===== src/rtl/txg_pkg.sv =====
`timescale 1ns/1ps
package txg_pkg;

    // Per-cycle control events feeding the state update of the controller.
    typedef struct packed {
        logic dis_any;   // either disable source active
        logic flt_qual;  // fault has persisted long enough to latch
        logic clr_hit;   // reset-hold count reached on this edge
        logic su_hit;    // start-up count reached on this edge
    } ctl_evt_t;

endpackage


===== src/rtl/txg_sync.sv =====
`timescale 1ns/1ps
module txg_sync #(
    parameter int STAGES    = 2,
    parameter bit RESET_VAL = 1'b0
) (
    input  logic clk,
    input  logic rst_n,
    input  logic d,
    output logic q
);

    generate
        if (STAGES <= 1) begin : g_single
            logic s_d, s_q;
            always_comb s_d = d;
            always_ff @(posedge clk or negedge rst_n) begin
                if (!rst_n) s_q <= RESET_VAL;
                else        s_q <= s_d;
            end
            assign q = s_q;
        end else begin : g_chain
            logic [STAGES-1:0] s_d, s_q;
            always_comb s_d = {s_q[STAGES-2:0], d};
            always_ff @(posedge clk or negedge rst_n) begin
                if (!rst_n) s_q <= {STAGES{RESET_VAL}};
                else        s_q <= s_d;
            end
            assign q = s_q[STAGES-1];
        end
    endgenerate

endmodule


===== src/rtl/txg_persist.sv =====
`timescale 1ns/1ps
module txg_persist #(
    parameter int PERSIST = 8
) (
    input  logic clk,
    input  logic rst_n,
    input  logic lvl,
    output logic qual
);

    localparam int PW = (PERSIST > 1) ? $clog2(PERSIST) : 1;
    localparam logic [PW-1:0] LAST = PW'(PERSIST - 1);

    logic [PW-1:0] cnt_d, cnt_q;

    // Count consecutive high samples, saturating at the qualifying value.
    always_comb begin
        if (!lvl)              cnt_d = '0;
        else if (cnt_q == LAST) cnt_d = cnt_q;
        else                   cnt_d = cnt_q + 1'b1;
    end

    always_ff @(posedge clk or negedge rst_n) begin
        if (!rst_n) cnt_q <= '0;
        else        cnt_q <= cnt_d;
    end

    assign qual = lvl && (cnt_q == LAST);

endmodule


===== src/rtl/txg_tick_cnt.sv =====
`timescale 1ns/1ps
module txg_tick_cnt #(
    parameter int LIMIT = 10
) (
    input  logic clk,
    input  logic rst_n,
    input  logic run,
    input  logic tick,
    output logic hit
);

    localparam int CW = $clog2(LIMIT + 1);
    localparam logic [CW-1:0] LAST = CW'(LIMIT - 1);
    localparam logic [CW-1:0] TOP  = CW'(LIMIT);

    logic [CW-1:0] cnt_d, cnt_q;

    // Counts ticks while run is high; cleared when run drops; saturates at LIMIT.
    always_comb begin
        if (!run)                     cnt_d = '0;
        else if (tick && cnt_q != TOP) cnt_d = cnt_q + 1'b1;
        else                          cnt_d = cnt_q;
    end

    always_ff @(posedge clk or negedge rst_n) begin
        if (!rst_n) cnt_q <= '0;
        else        cnt_q <= cnt_d;
    end

    // One-cycle pulse on the edge at which the count reaches LIMIT.
    assign hit = run && tick && (cnt_q == LAST);

endmodule


===== src/rtl/laser_guard.sv =====
`timescale 1ns/1ps
module laser_guard
    import txg_pkg::*;
#(
    parameter int SYNC_STAGES   = 2,
    parameter int FAULT_PERSIST = 8,
    parameter int RESET_TICKS   = 10,
    parameter int STARTUP_TICKS = 300000
) (
    input  logic clk,
    input  logic rst_n,
    input  logic tick,
    input  logic tx_dis_pin,
    input  logic soft_dis,
    input  logic fault_det,
    output logic laser_en,
    output logic fault_out,
    output logic ready,
    output logic stat_dis_pin,
    output logic stat_fault
);

    typedef struct packed {
        logic laser_en;
        logic fault;
        logic ready;
    } st_t;

    logic     dis_s, flt_s;
    logic     qual, clr_hit, su_hit;
    ctl_evt_t evt;
    st_t      st_d, st_q;

    // Pin synchroniser resets high: an undriven pin means "disabled".
    txg_sync #(.STAGES(SYNC_STAGES), .RESET_VAL(1'b1)) u_dis_sync (
        .clk(clk), .rst_n(rst_n), .d(tx_dis_pin), .q(dis_s)
    );

    txg_sync #(.STAGES(SYNC_STAGES), .RESET_VAL(1'b0)) u_flt_sync (
        .clk(clk), .rst_n(rst_n), .d(fault_det), .q(flt_s)
    );

    txg_persist #(.PERSIST(FAULT_PERSIST)) u_persist (
        .clk(clk), .rst_n(rst_n), .lvl(flt_s), .qual(qual)
    );

    // Reset-hold timer: runs only while the pin itself is held.
    txg_tick_cnt #(.LIMIT(RESET_TICKS)) u_hold (
        .clk(clk), .rst_n(rst_n), .run(dis_s), .tick(tick), .hit(clr_hit)
    );

    // Start-up timer: runs while the laser is enabled.
    txg_tick_cnt #(.LIMIT(STARTUP_TICKS)) u_startup (
        .clk(clk), .rst_n(rst_n), .run(st_q.laser_en), .tick(tick), .hit(su_hit)
    );

    always_comb begin
        evt.dis_any  = dis_s | soft_dis;
        evt.flt_qual = qual;
        evt.clr_hit  = clr_hit;
        evt.su_hit   = su_hit;

        st_d = st_q;
        // A new qualified fault wins over a clear on the same edge.
        if (evt.flt_qual)     st_d.fault = 1'b1;
        else if (evt.clr_hit) st_d.fault = 1'b0;
        st_d.laser_en = !evt.dis_any && !st_q.fault;
        st_d.ready    = st_q.laser_en && (evt.su_hit || st_q.ready);
    end

    always_ff @(posedge clk or negedge rst_n) begin
        if (!rst_n) st_q <= '0;
        else        st_q <= st_d;
    end

    assign laser_en     = st_q.laser_en;
    assign fault_out    = st_q.fault;
    assign ready        = st_q.ready;
    assign stat_dis_pin = dis_s;
    assign stat_fault   = st_q.fault;

endmodule


===== config.mk =====
export PLATFORM = sky130hd
export DESIGN_NAME = laser_guard
export DESIGN_NICKNAME = d
export VERILOG_FILES = /design/src/rtl/txg_pkg.sv /design/src/rtl/txg_sync.sv /design/src/rtl/txg_persist.sv /design/src/rtl/txg_tick_cnt.sv /design/src/rtl/laser_guard.sv
export SDC_FILE = /design/constraint.sdc
export NUM_CORES = 1
export LEC_CHECK = 0
export ABC_CLOCK_PERIOD_IN_PS = 1800
export BUFFER_PORTS_ARGS = -buffer_cell sky130_fd_sc_hd__buf_2
export CAP_MARGIN = 15
export CORE_UTILIZATION = 53
export CTS_CLUSTER_DIAMETER = 40
export CTS_CLUSTER_SIZE = 8
export DETAILED_ROUTE_END_ITERATION = 16
export GPL_TIMING_DRIVEN = 0
export PLACE_DENSITY = 0.74
export SETUP_SLACK_MARGIN = 0.1
export SYNTH_ARGS = -nofsm -noshare
export SYNTH_HDL_FRONTEND = slang
export SYNTH_SLANG_ARGS = --single-unit

===== constraint.sdc =====
create_clock -name clk -period 1.8 [get_ports clk]
set_clock_uncertainty 0.1 [all_clocks]
set_input_delay 0.18 -clock clk [delete_from_list [all_inputs] [get_ports clk]]
set_output_delay 0.18 -clock clk [all_outputs]
set_load 0.02 [all_outputs]

==> Word-level counts from Yosys, hierarchy flattened <==
Index checks and enable logic that the tools add are counted.
{ "totals": {"ff_bits": 33, "out_inout_bits": 5, "wordCells": 41} }
{ "op_classes": {"n_addsub": 3, "n_eq_ne": 8, "mux": 8, "bitwise_logic": 1, "n_reduce_logical": 13} }
{ "op_table": {"columns": ["op", "count"], "rows": [
  ["19-bit 2-to-1 mux", 2],
  ["19-bit by 1-bit adder with 19-bit output (second input constant)", 1],
  ["19-bit == test (second input constant)", 1],
  ["19-bit != test (second input constant)", 1],
  ["1-bit logical AND", 9],
  ["4-bit 2-to-1 mux", 2],
  ["3-bit 2-to-1 mux", 2],
  ["4-bit by 1-bit adder with 4-bit output (second input constant)", 1],
  ["4-bit == test (second input constant)", 1],
  ["2-bit by 1-bit != test with 1-bit output (second input constant)", 2],
  ["4-bit != test (second input constant)", 1],
  ["3-bit by 1-bit adder with 3-bit output (second input constant)", 1],
  ["3-bit == test (second input constant)", 1],
  ["1-bit logical NOT", 2],
  ["1-bit 2-to-1 mux", 2],
  ["2-bit != test (second input constant)", 1],
  ["2-bit nonzero test", 1],
  ["1-bit logical OR", 1],
  ["1-bit OR", 1]
]} }

==> Depth between registers and ports, before layout <==
Gate-level depths: netlist of the first run.
{ "depth": {"depth_word": 4, "mapped_depth": 6, "depth_no_buf": 6} }

==> Cells and area by module <==
A second synthesis of the first run with hierarchy kept.
{ "hier_totals": {"hier_cells": 172, "hier_area_um2": 1816.7} }
{ "modules_own_cells": {"columns": ["module", "instances", "cells_each", "area_per_inst_um2", "seq_area_each_um2"], "rows": [
  ["txg_tick_cnt (u_startup)", 1, 121, 1186.1, 475.5],
  ["txg_tick_cnt (u_hold)", 1, 27, 261.5, 100.1],
  ["txg_persist", 1, 12, 155.1, 75.1],
  ["laser_guard", 1, 8, 111.4, 75.1],
  ["txg_sync (u_dis_sync)", 1, 2, 52.6, 52.6],
  ["txg_sync (u_flt_sync)", 1, 2, 50.0, 50.0]
]} }

==> Least setup slack after synthesis of the first run <==
Ideal clock, no wire load.
{ "synth_timing": {"kind": "flip-flop to flip-flop", "from": "register u_startup.cnt_q[10]", "to": "register u_startup.cnt_q[2]", "arrival_time_ps": 1667, "t_required_ps": 1580, "path_slack_ps": -86, "stages_incl_launch_ff": 5, "synth_period_minus_slack_ps": 1886, "cell_sequence": "dfrtp_1 -> or4b_4 -> nor4_4 -> a2111oi_1 -> a31o_1"} }
{ "synth_via": {"elab_chain_cells": 3} }
{ "synth_lines": {"columns": ["item", "line", "source"], "rows": [
  ["start: declaration", "txg_tick_cnt.sv:16", "logic [CW-1:0] cnt_d, cnt_q;"],
  ["start signal: assignment", "txg_tick_cnt.sv:27", "else cnt_q <= cnt_d;"],
  ["19-bit != test", "txg_tick_cnt.sv:21", "else if (tick && cnt_q != TOP) cnt_d = cnt_q + 1'b1;"],
  ["1-bit logical AND", "txg_tick_cnt.sv:21", null],
  ["2-bit by 1-bit != test with 1-bit output (no source line)", null, null]
]} }
Every way passes these cells.
A chain may end at the register's enable or synchronous reset.

==> Worst setup path after layout of the first run <==
{ "layout_timing": {"from": "register u_startup.cnt_q[14]", "to": "register u_startup.cnt_q[1]"} }
The elaborated chain is that of the path after synthesis.

==> results by group, run 1 <==
Min path
  – WHS Endpoint: u_flt_sync.g_chain.s_q[1]
  – Hold path startpoint: u_flt_sync.g_chain.s_q[0]
  – HP Class: reg -> reg
  – Hold Path Depth: 0

Clock network
  – Cts bufs inserted: 5
  – Worst-path clk slew: 0.11 ns
  – Sink Count: 33
  – H-tree depth: 2
  – Clk buf depth: 2
  – CTS tree: yes
  – Clk_lat worst skew: 0.36 ns
  – CTS root buf: clkbuf_4

Timing
  – Pins over their slew limit: 0
  – RSZ-0062 raised after global routing: yes
  – Final hold violation count: 0
  – Min Tclk post-route: 1.89 ns
  – Worst setup margin: -0.0884 ns
  – Final cycle utilization of the critical path: 1.05
  – Achievable Freq: 530 MHz
  – WHS: 0.257 ns
  – Fin Setup TNS: -0.295 ns
  – Final setup fails: 4
  – Worst-margin pin slew: 0.726 ns
  – Slew HR: 0.516

Synthesis
  – Post-synth EDFFs: 0
  – Post-Syn Instances: 161
  – Synth unique cells: 42
  – Ys async rst share: 1.00
  – Top FF cell, synth: dfrtp_1
  – Mean post-synth cell area: 10.5 um^2
  – Ranking of synthesized cells by area: dfrtp_1 (46%), xnor2_1 (5.7%), ha_1 (5.2%)
  – Post-Syn Area: 1690 um^2
  – Leading area contributor after synthesis: dfrtp_1
  – FF+latch count, synth: 33
  – Ys Warns: 0
  – Syn_nets: 174
  – Register area share after synthesis: 0.489
  – Synth top area share: 0.458

Detailed routing
  – Post-route ant nets: 0
  – Average routed wire per standard cell: 14.6 um
  – Residual DRC: 0
  – DR vias/cell: 5.35
  – DR pass1 iterations: 4
  – Total wire length: 3640 um
  – DR vias: 1337
  – 1st-iter DRT viols: 43

Worst setup path
  – CP Capture Type: flop
  – Critical path, cell by cell: or4bb_4 -> nor4_4 -> buf_4 -> nand4_1 -> o211ai_1
  – Slowest CP cell: or4bb_4
  – Critical path class: reg -> reg
  – Crit-path max FO: 5
  – Reg2reg start: u_startup.cnt_q[14]
  – Critical path buffers and inverters: 1
  – WP data arrival: 2.05 ns
  – Reg-to-reg slack, setup: -0.09 ns
  – Critical Path Source Type: flop
  – Delay-heaviest family, CP: simple AND/OR/NAND/NOR gates
  – CP max stage delay: 0.54 ns
  – Worst EP required: 1.96 ns
  – Critical R2R Capture: u_startup.cnt_q[1]
  – FF-to-FF path depth: 5

Final layout
  – Syn-to-layout area delta: 25.6%
  – Finished Layout Cells: 250
  – Ant. Diodes: 0
  – NumNets Final: 218
  – Commonest non-fill, non-tap cells in the layout: dfrtp_1 (26), buf_4 (22), nor2_1 (12), nand2_1 (11), xnor2_1 (11)
  – Share of cells above drive strength 1: 0.291
  – Design Area, Final: 2130 um^2
  – Fin util: 0.697
  – Most common cell after layout, fill and taps aside: dfrtp_1

Outcome
  – Outcome: complete, but fails checks
  – Violated checks: negative setup slack

Power and ir drop
  – Combinational Power Share: 0.097
  – Clock power frac: 0.325
  – Switch share: 0.260
  – Static Leak: 0.923 nW
  – Power Dens Cells: 644 nW/um^2
  – Flop pwr share: 0.578
  – Psw: 0.356 mW
  – Cell-internal power: 1.01 mW
  – Peak supply drop: 0.000464 V

Floorplan
  – Io pins: 11
  – Initial Utilization: 0.555
  – Full die area: 3420 um^2
  – Core area: 3050 um^2
  – Die Wd: 58.5 um
  – Rows: 20
  – Die Span Y: 58.5 um

Placement
  – HPWL Detailed: 2170 um
  – Port Buf Inserts: 10
  – Placed cell areas: 1800 um^2
  – Routability congestion estimate: 0.793
  – Cells after DPL: 215

Job
  – Max cap viols: 0

Global routing
  – Total GRT Usage: 0.242
  – Global-route wire length before repair: 6000 um
  – Largest net degree at the start of global routing: 34
  – Initial antenna violation count: 0
  – Total gr overflow: 0
  – Number of global-route vias before repair: 1306
-- metal layers --
layer	GRT usage	vias to the layer above	wire (um)
met2	0.351	23	1700
met4	0.167	0	109
met1	0.329	643	1710
met5	0	-	0
met3	0.0462	10	111
li1	-	661	-
-- power groups by stage --
stage	Clock, mW	Combinational, mW	Sequential (mW)
floorplan	0	0.0678	0.807
global placement	0	0.115	0.802
detailed placement	0	0.121	0.804
CTS	0.458	0.131	0.791
global route	0.478	0.150	0.797
finish	0.445	0.133	0.791
-- cells in the mapped netlist (2+ instances only) --
library cell	number
and2_1	5
nand3b_1	2
nor3_1	5
o31ai_1	2
o211ai_1	2
dfstp_2	2
ha_1	7
xor2_1	3
xnor2_1	11
mux2i_1	4
a21oi_1	5
nand4_1	7
clkbuf_1	2
or3_1	3
nand2_1	12
dfrtp_1	31
nand3_1	8
nor2_1	13
nor4_1	4
inv_1	7
nor2b_1	3
nand2b_1	2
or4_1	2
-- through the flow --
| step | power [mW] | setup slack (ns) |
|---|---|---|
| final | 1.37 | -0.0884 |
| after global routing | 1.42 | -0.177 |
| after CTS | 1.38 | -0.0896 |
| after detailed placement | 0.925 | -0.211 |
| after global placement | 0.917 | -0.215 |
| after floorplan | 0.875 | -0.0726 |
-- what timing repair did --
| item | in CTS | in global routing |
|---|---|---|
| buffers inserted | 11 | 12 |
| resized for setup | 8 | 6 |
| endpoints found under the setup margin | 8 | 13 |
| hold buffers | 4 | 0 |
| hold endpoints to repair | 34 | 0 |
| pin swaps | 4 | 6 |
-- cells by family after synthesis --
logic type                 Yosys count  share of synthesized area
buffers and inverters               12                     0.0288
and+or+nand+nor                     74                      0.262
muxes                                4                     0.0237
AOI/OAI and AO/OA                   17                     0.0717
xor gates and xnor gates            14                     0.0724
adders and majority gates            7                     0.0517
DFF                                 33                      0.489
-- flip-flops by register name, indices dropped and copies added, names as in the netlist --
name	count
u_hold.cnt_q	4
fault_out	1
laser_en	1
u_persist.cnt_q	3
u_flt_sync.g_chain.s_q	2
ready	1
u_dis_sync.g_chain.s_q	2
u_startup.cnt_q	19
-- final cells by class --
class / instances / area (um^2)
multi-input cells: 116 / 860
plain buffers: 4 / 18.8
repair buffers: 37 / 270
well taps: 44 / 55.1
inverters: 8 / 30.0
flip-flops and latches: 33 / 835
fillers: 241 / 926
clock buffers: 8 / 58.8
-- worst max path at each step --
stage / depth (start not counted) / to / start / slack (ns)
4_1_cts: 5 / u_startup.cnt_q[1] / u_startup.cnt_q[10] / -0.09
3_5_place_dp: 4 / u_startup.cnt_q[2] / u_startup.cnt_q[8] / -0.21
2_1_floorplan: 4 / u_startup.cnt_q[2] / u_startup.cnt_q[8] / -0.07
3_3_place_gp: 4 / u_startup.cnt_q[2] / u_startup.cnt_q[8] / -0.22
5_1_grt: 5 / u_startup.cnt_q[1] / u_startup.cnt_q[14] / -0.18
6_report: 5 / u_startup.cnt_q[1] / u_startup.cnt_q[14] / -0.09
No activity file was read; power rests on OpenSTA's default activity.
==> run 2, diff against run 1 <==
CTS_BUF_LIST = sky130_fd_sc_hd__clkbuf_8 sky130_fd_sc_hd__clkbuf_16   (was unset)
==> run 2 against run 1 <==
Net effect: the flow still finishes with violations (negative setup slack); critical path depth stayed put; core utilization is 0.78 points higher; hold slack worse by 0.0076 ns; wire length is 0.55% higher; global-route usage is 0.65 points higher; sequential share of layout area is 0.38 points lower; register-to-register slack better by 0.02 ns; critical path type unchanged; critical endpoint unchanged; largest cell class unchanged; highest routed layer unchanged.
==> results by group, run 2 (synthesis gave the netlist of run 1 again) <==
Final layout
  – Syn-to-layout area delta: 27.1%
  – Most common cell after layout, fill and taps aside: dfrtp_1
  – Commonest non-fill, non-tap cells in the layout: dfrtp_1 (25), buf_4 (21), nand2_1 (12), nor2_1 (12), xnor2_1 (11)
  – Biggest register: u_startup.cnt_q
  – Max reg flops: 19 (unchanged)
  – NumNets Final: 216 (-0.92%)
  – Filler cells: 237 (-1.7%)
  – Share of cells above drive strength 1: 0.289 (-0.00205)
  – Finished Layout Cells: 248 (-0.80%)
  – Largest regs: u_startup.cnt_q x19, u_hold.cnt_q x4, u_persist.cnt_q x3
  – Fin util: 0.705 (+0.00779)
  – Ant. Diodes: 0 (unchanged)

Worst setup path
  – Critical path, cell by cell: or4bb_4 -> nor4_4 -> buf_4 -> nand4_1 -> o211ai_1
  – Slowest CP cell: or4bb_4
  – WP data arrival: 1.97 ns (-0.08 ns)
  – CP Capture Type: flop
  – Crit-path max FO: 5 (unchanged)
  – Critical path class: reg -> reg
  – CP max stage delay: 0.56 ns (+0.02 ns)
  – Critical Path Source Type: flop
  – Worst EP required: 1.90 ns (-0.06 ns)

Global routing
  – Total GRT Usage: 0.248 (+0.00653)
  – Largest net degree at the start of global routing: 34 (unchanged)
  – M2 GR Usage: 0.389 (+0.0378)
  – Busiest layer in global routing: met2
  – Number of global-route vias before repair: 1351 (+3.4%)
  – Total gr overflow: 0 (unchanged)
  – Global-route met1 utilization: 0.308 (-0.0209)
  – Global-route wire length before repair: 6110 um (+1.8%)
  – Initial antenna violation count: 0 (unchanged)
  – M3 GR Usage: 0.0791 (+0.0330)

Job
  – Max cap viols: 0 (unchanged)

Timing
  – Min Tclk post-route: 1.87 ns (-0.0154 ns)
  – Final cycle utilization of the critical path: 1.04 (-0.00856)
  – Final setup fails: 4 (unchanged)
  – Worst setup margin: -0.0730 ns (+0.0154 ns)
  – Pins over their slew limit: 0 (unchanged)
  – Achievable Freq: 534 MHz (+0.82%)
  – Final hold violation count: 0 (unchanged)
  – Fin Setup TNS: -0.179 ns (+0.116 ns)
  – Slew HR: 0.511 (-0.00521)
  – RSZ-0062 raised after global routing: yes
  – Worst-margin pin slew: 0.733 ns (+0.00782 ns)

Clock network
  – Worst-path clk slew: 0.06 ns (-0.05 ns)
  – Cts bufs inserted: 5 (unchanged)
  – H-tree depth: 2 (unchanged)
  – Sink Count: 33 (unchanged)
  – CTS root buf: clkbuf_8
  – Clk buf depth: 2 (unchanged)
  – Clk_lat worst skew: 0.29 ns (-0.07 ns)
  – CTS tree: yes

Floorplan
  – Core area: 3050 um^2 (unchanged)
  – Io pins: 11 (unchanged)
  – Initial Utilization: 0.555 (unchanged)
  – Die Span Y: 58.5 um (unchanged)
  – Die Wd: 58.5 um (unchanged)
  – Rows: 20 (unchanged)
  – Full die area: 3420 um^2 (unchanged)

Outcome
  – Violated checks: negative setup slack
  – Outcome: complete, but fails checks

Power and ir drop
  – Peak supply drop: 0.000546 V (+18%)
  – Power Dens Cells: 690 nW/um^2 (+7.1%)
  – Power, Total: 1.48 mW (+8.3%)
  – Static Leak: 0.931 nW (+0.81%)

Placement
  – Port Buf Inserts: 10 (unchanged)
  – Routability congestion estimate: 0.793 (unchanged)
  – HPWL Detailed: 2170 um (unchanged)
  – Cells after DPL: 215 (unchanged)
  – Post-place setup slack: -0.211 ns (unchanged)

Detailed routing
  – Residual DRC: 0 (unchanged)
  – DR pass1 iterations: 4 (unchanged)
  – Average routed wire per standard cell: 14.8 um (+1.4%)
  – DR vias: 1357 (+1.5%)
  – 1st-iter DRT viols: 38 (-12%)
  – DR vias/cell: 5.47 (+2.3%)
  – Post-route ant nets: 0 (unchanged)
  – Total wire length: 3660 um (+0.55%)

Min path
  – HP Class: reg -> reg
## run 2: path summary, 6_finish.rpt
path / start / to / slack [ns] / cells past startpoint
min in group asynchronous: rst_n / u_startup.cnt_q[12] / 0.39 / 2
max in group asynchronous: rst_n / u_startup.cnt_q[9] / 0.69 / 2
worst min-delay path: u_flt_sync.g_chain.s_q[0] / u_flt_sync.g_chain.s_q[1] / 0.25 / 0
worst max register to register: u_startup.cnt_q[17] / u_startup.cnt_q[1] / -0.07 / 5
worst min register to register: u_flt_sync.g_chain.s_q[0] / u_flt_sync.g_chain.s_q[1] / 0.25 / 0
worst max-delay path: u_startup.cnt_q[17] / u_startup.cnt_q[1] / -0.07 / 5
## run 2: repair_timing
item                       CTS  global route
hold endpoints to repair    34             0
hold buffers                 4             0
pin swaps                    3             3
setup endpoints to repair    7            13
gates resized for setup      7             8
setup buffers               11            10
## run 2: critical path: cells and delay by family (launching register included)
| family | cells | cell delay (ns) |
|---|---|---|
| buffers and inverters | 1 | 0.19 |
| AND/OR/NAND/NOR | 3 | 0.98 |
| flip-flops | 1 | 0.41 |
| AO/OA/AOI/OAI | 1 | 0.11 |
## run 2: area by class of cell
class	count	area (um^2)	share of cell area
multi-input combinational	116	870	0.404
sequential	33	836	0.389
timing repair buffer	35	251	0.117
clock buffer	6	82.6	0.0384
tap	44	55.1	0.0256
inverter	8	30.0	0.0140
buffer	4	18.8	0.00873
clock inverter	2	7.51	0.00349
## run 2: per-stage QoR
stage                     cell area [um^2]  hold WS, ns
after floorplan                       1700       -0.216
after global placement                1800        0.166
after detailed placement              1800        0.179
after CTS                             2040        0.240
after global routing                  2150        0.263
final                                 2150        0.249
## run 2: layer usage
| layer | wire length [um] | share of wire |
|---|---|---|
| met5 | 0 | 0 |
| met4 | 111 | 0.030 |
| met3 | 129 | 0.035 |
| met2 | 1770 | 0.48 |
| met1 | 1650 | 0.45 |
## run 2: power breakdown
group          switching, mW  total (mW)  leakage [nW]  internal, mW
registers             0.0261       0.794         0.433         0.768
logic                 0.0793       0.134         0.444        0.0546
clock network          0.255       0.555        0.0538         0.300
total                  0.360        1.48         0.931          1.12
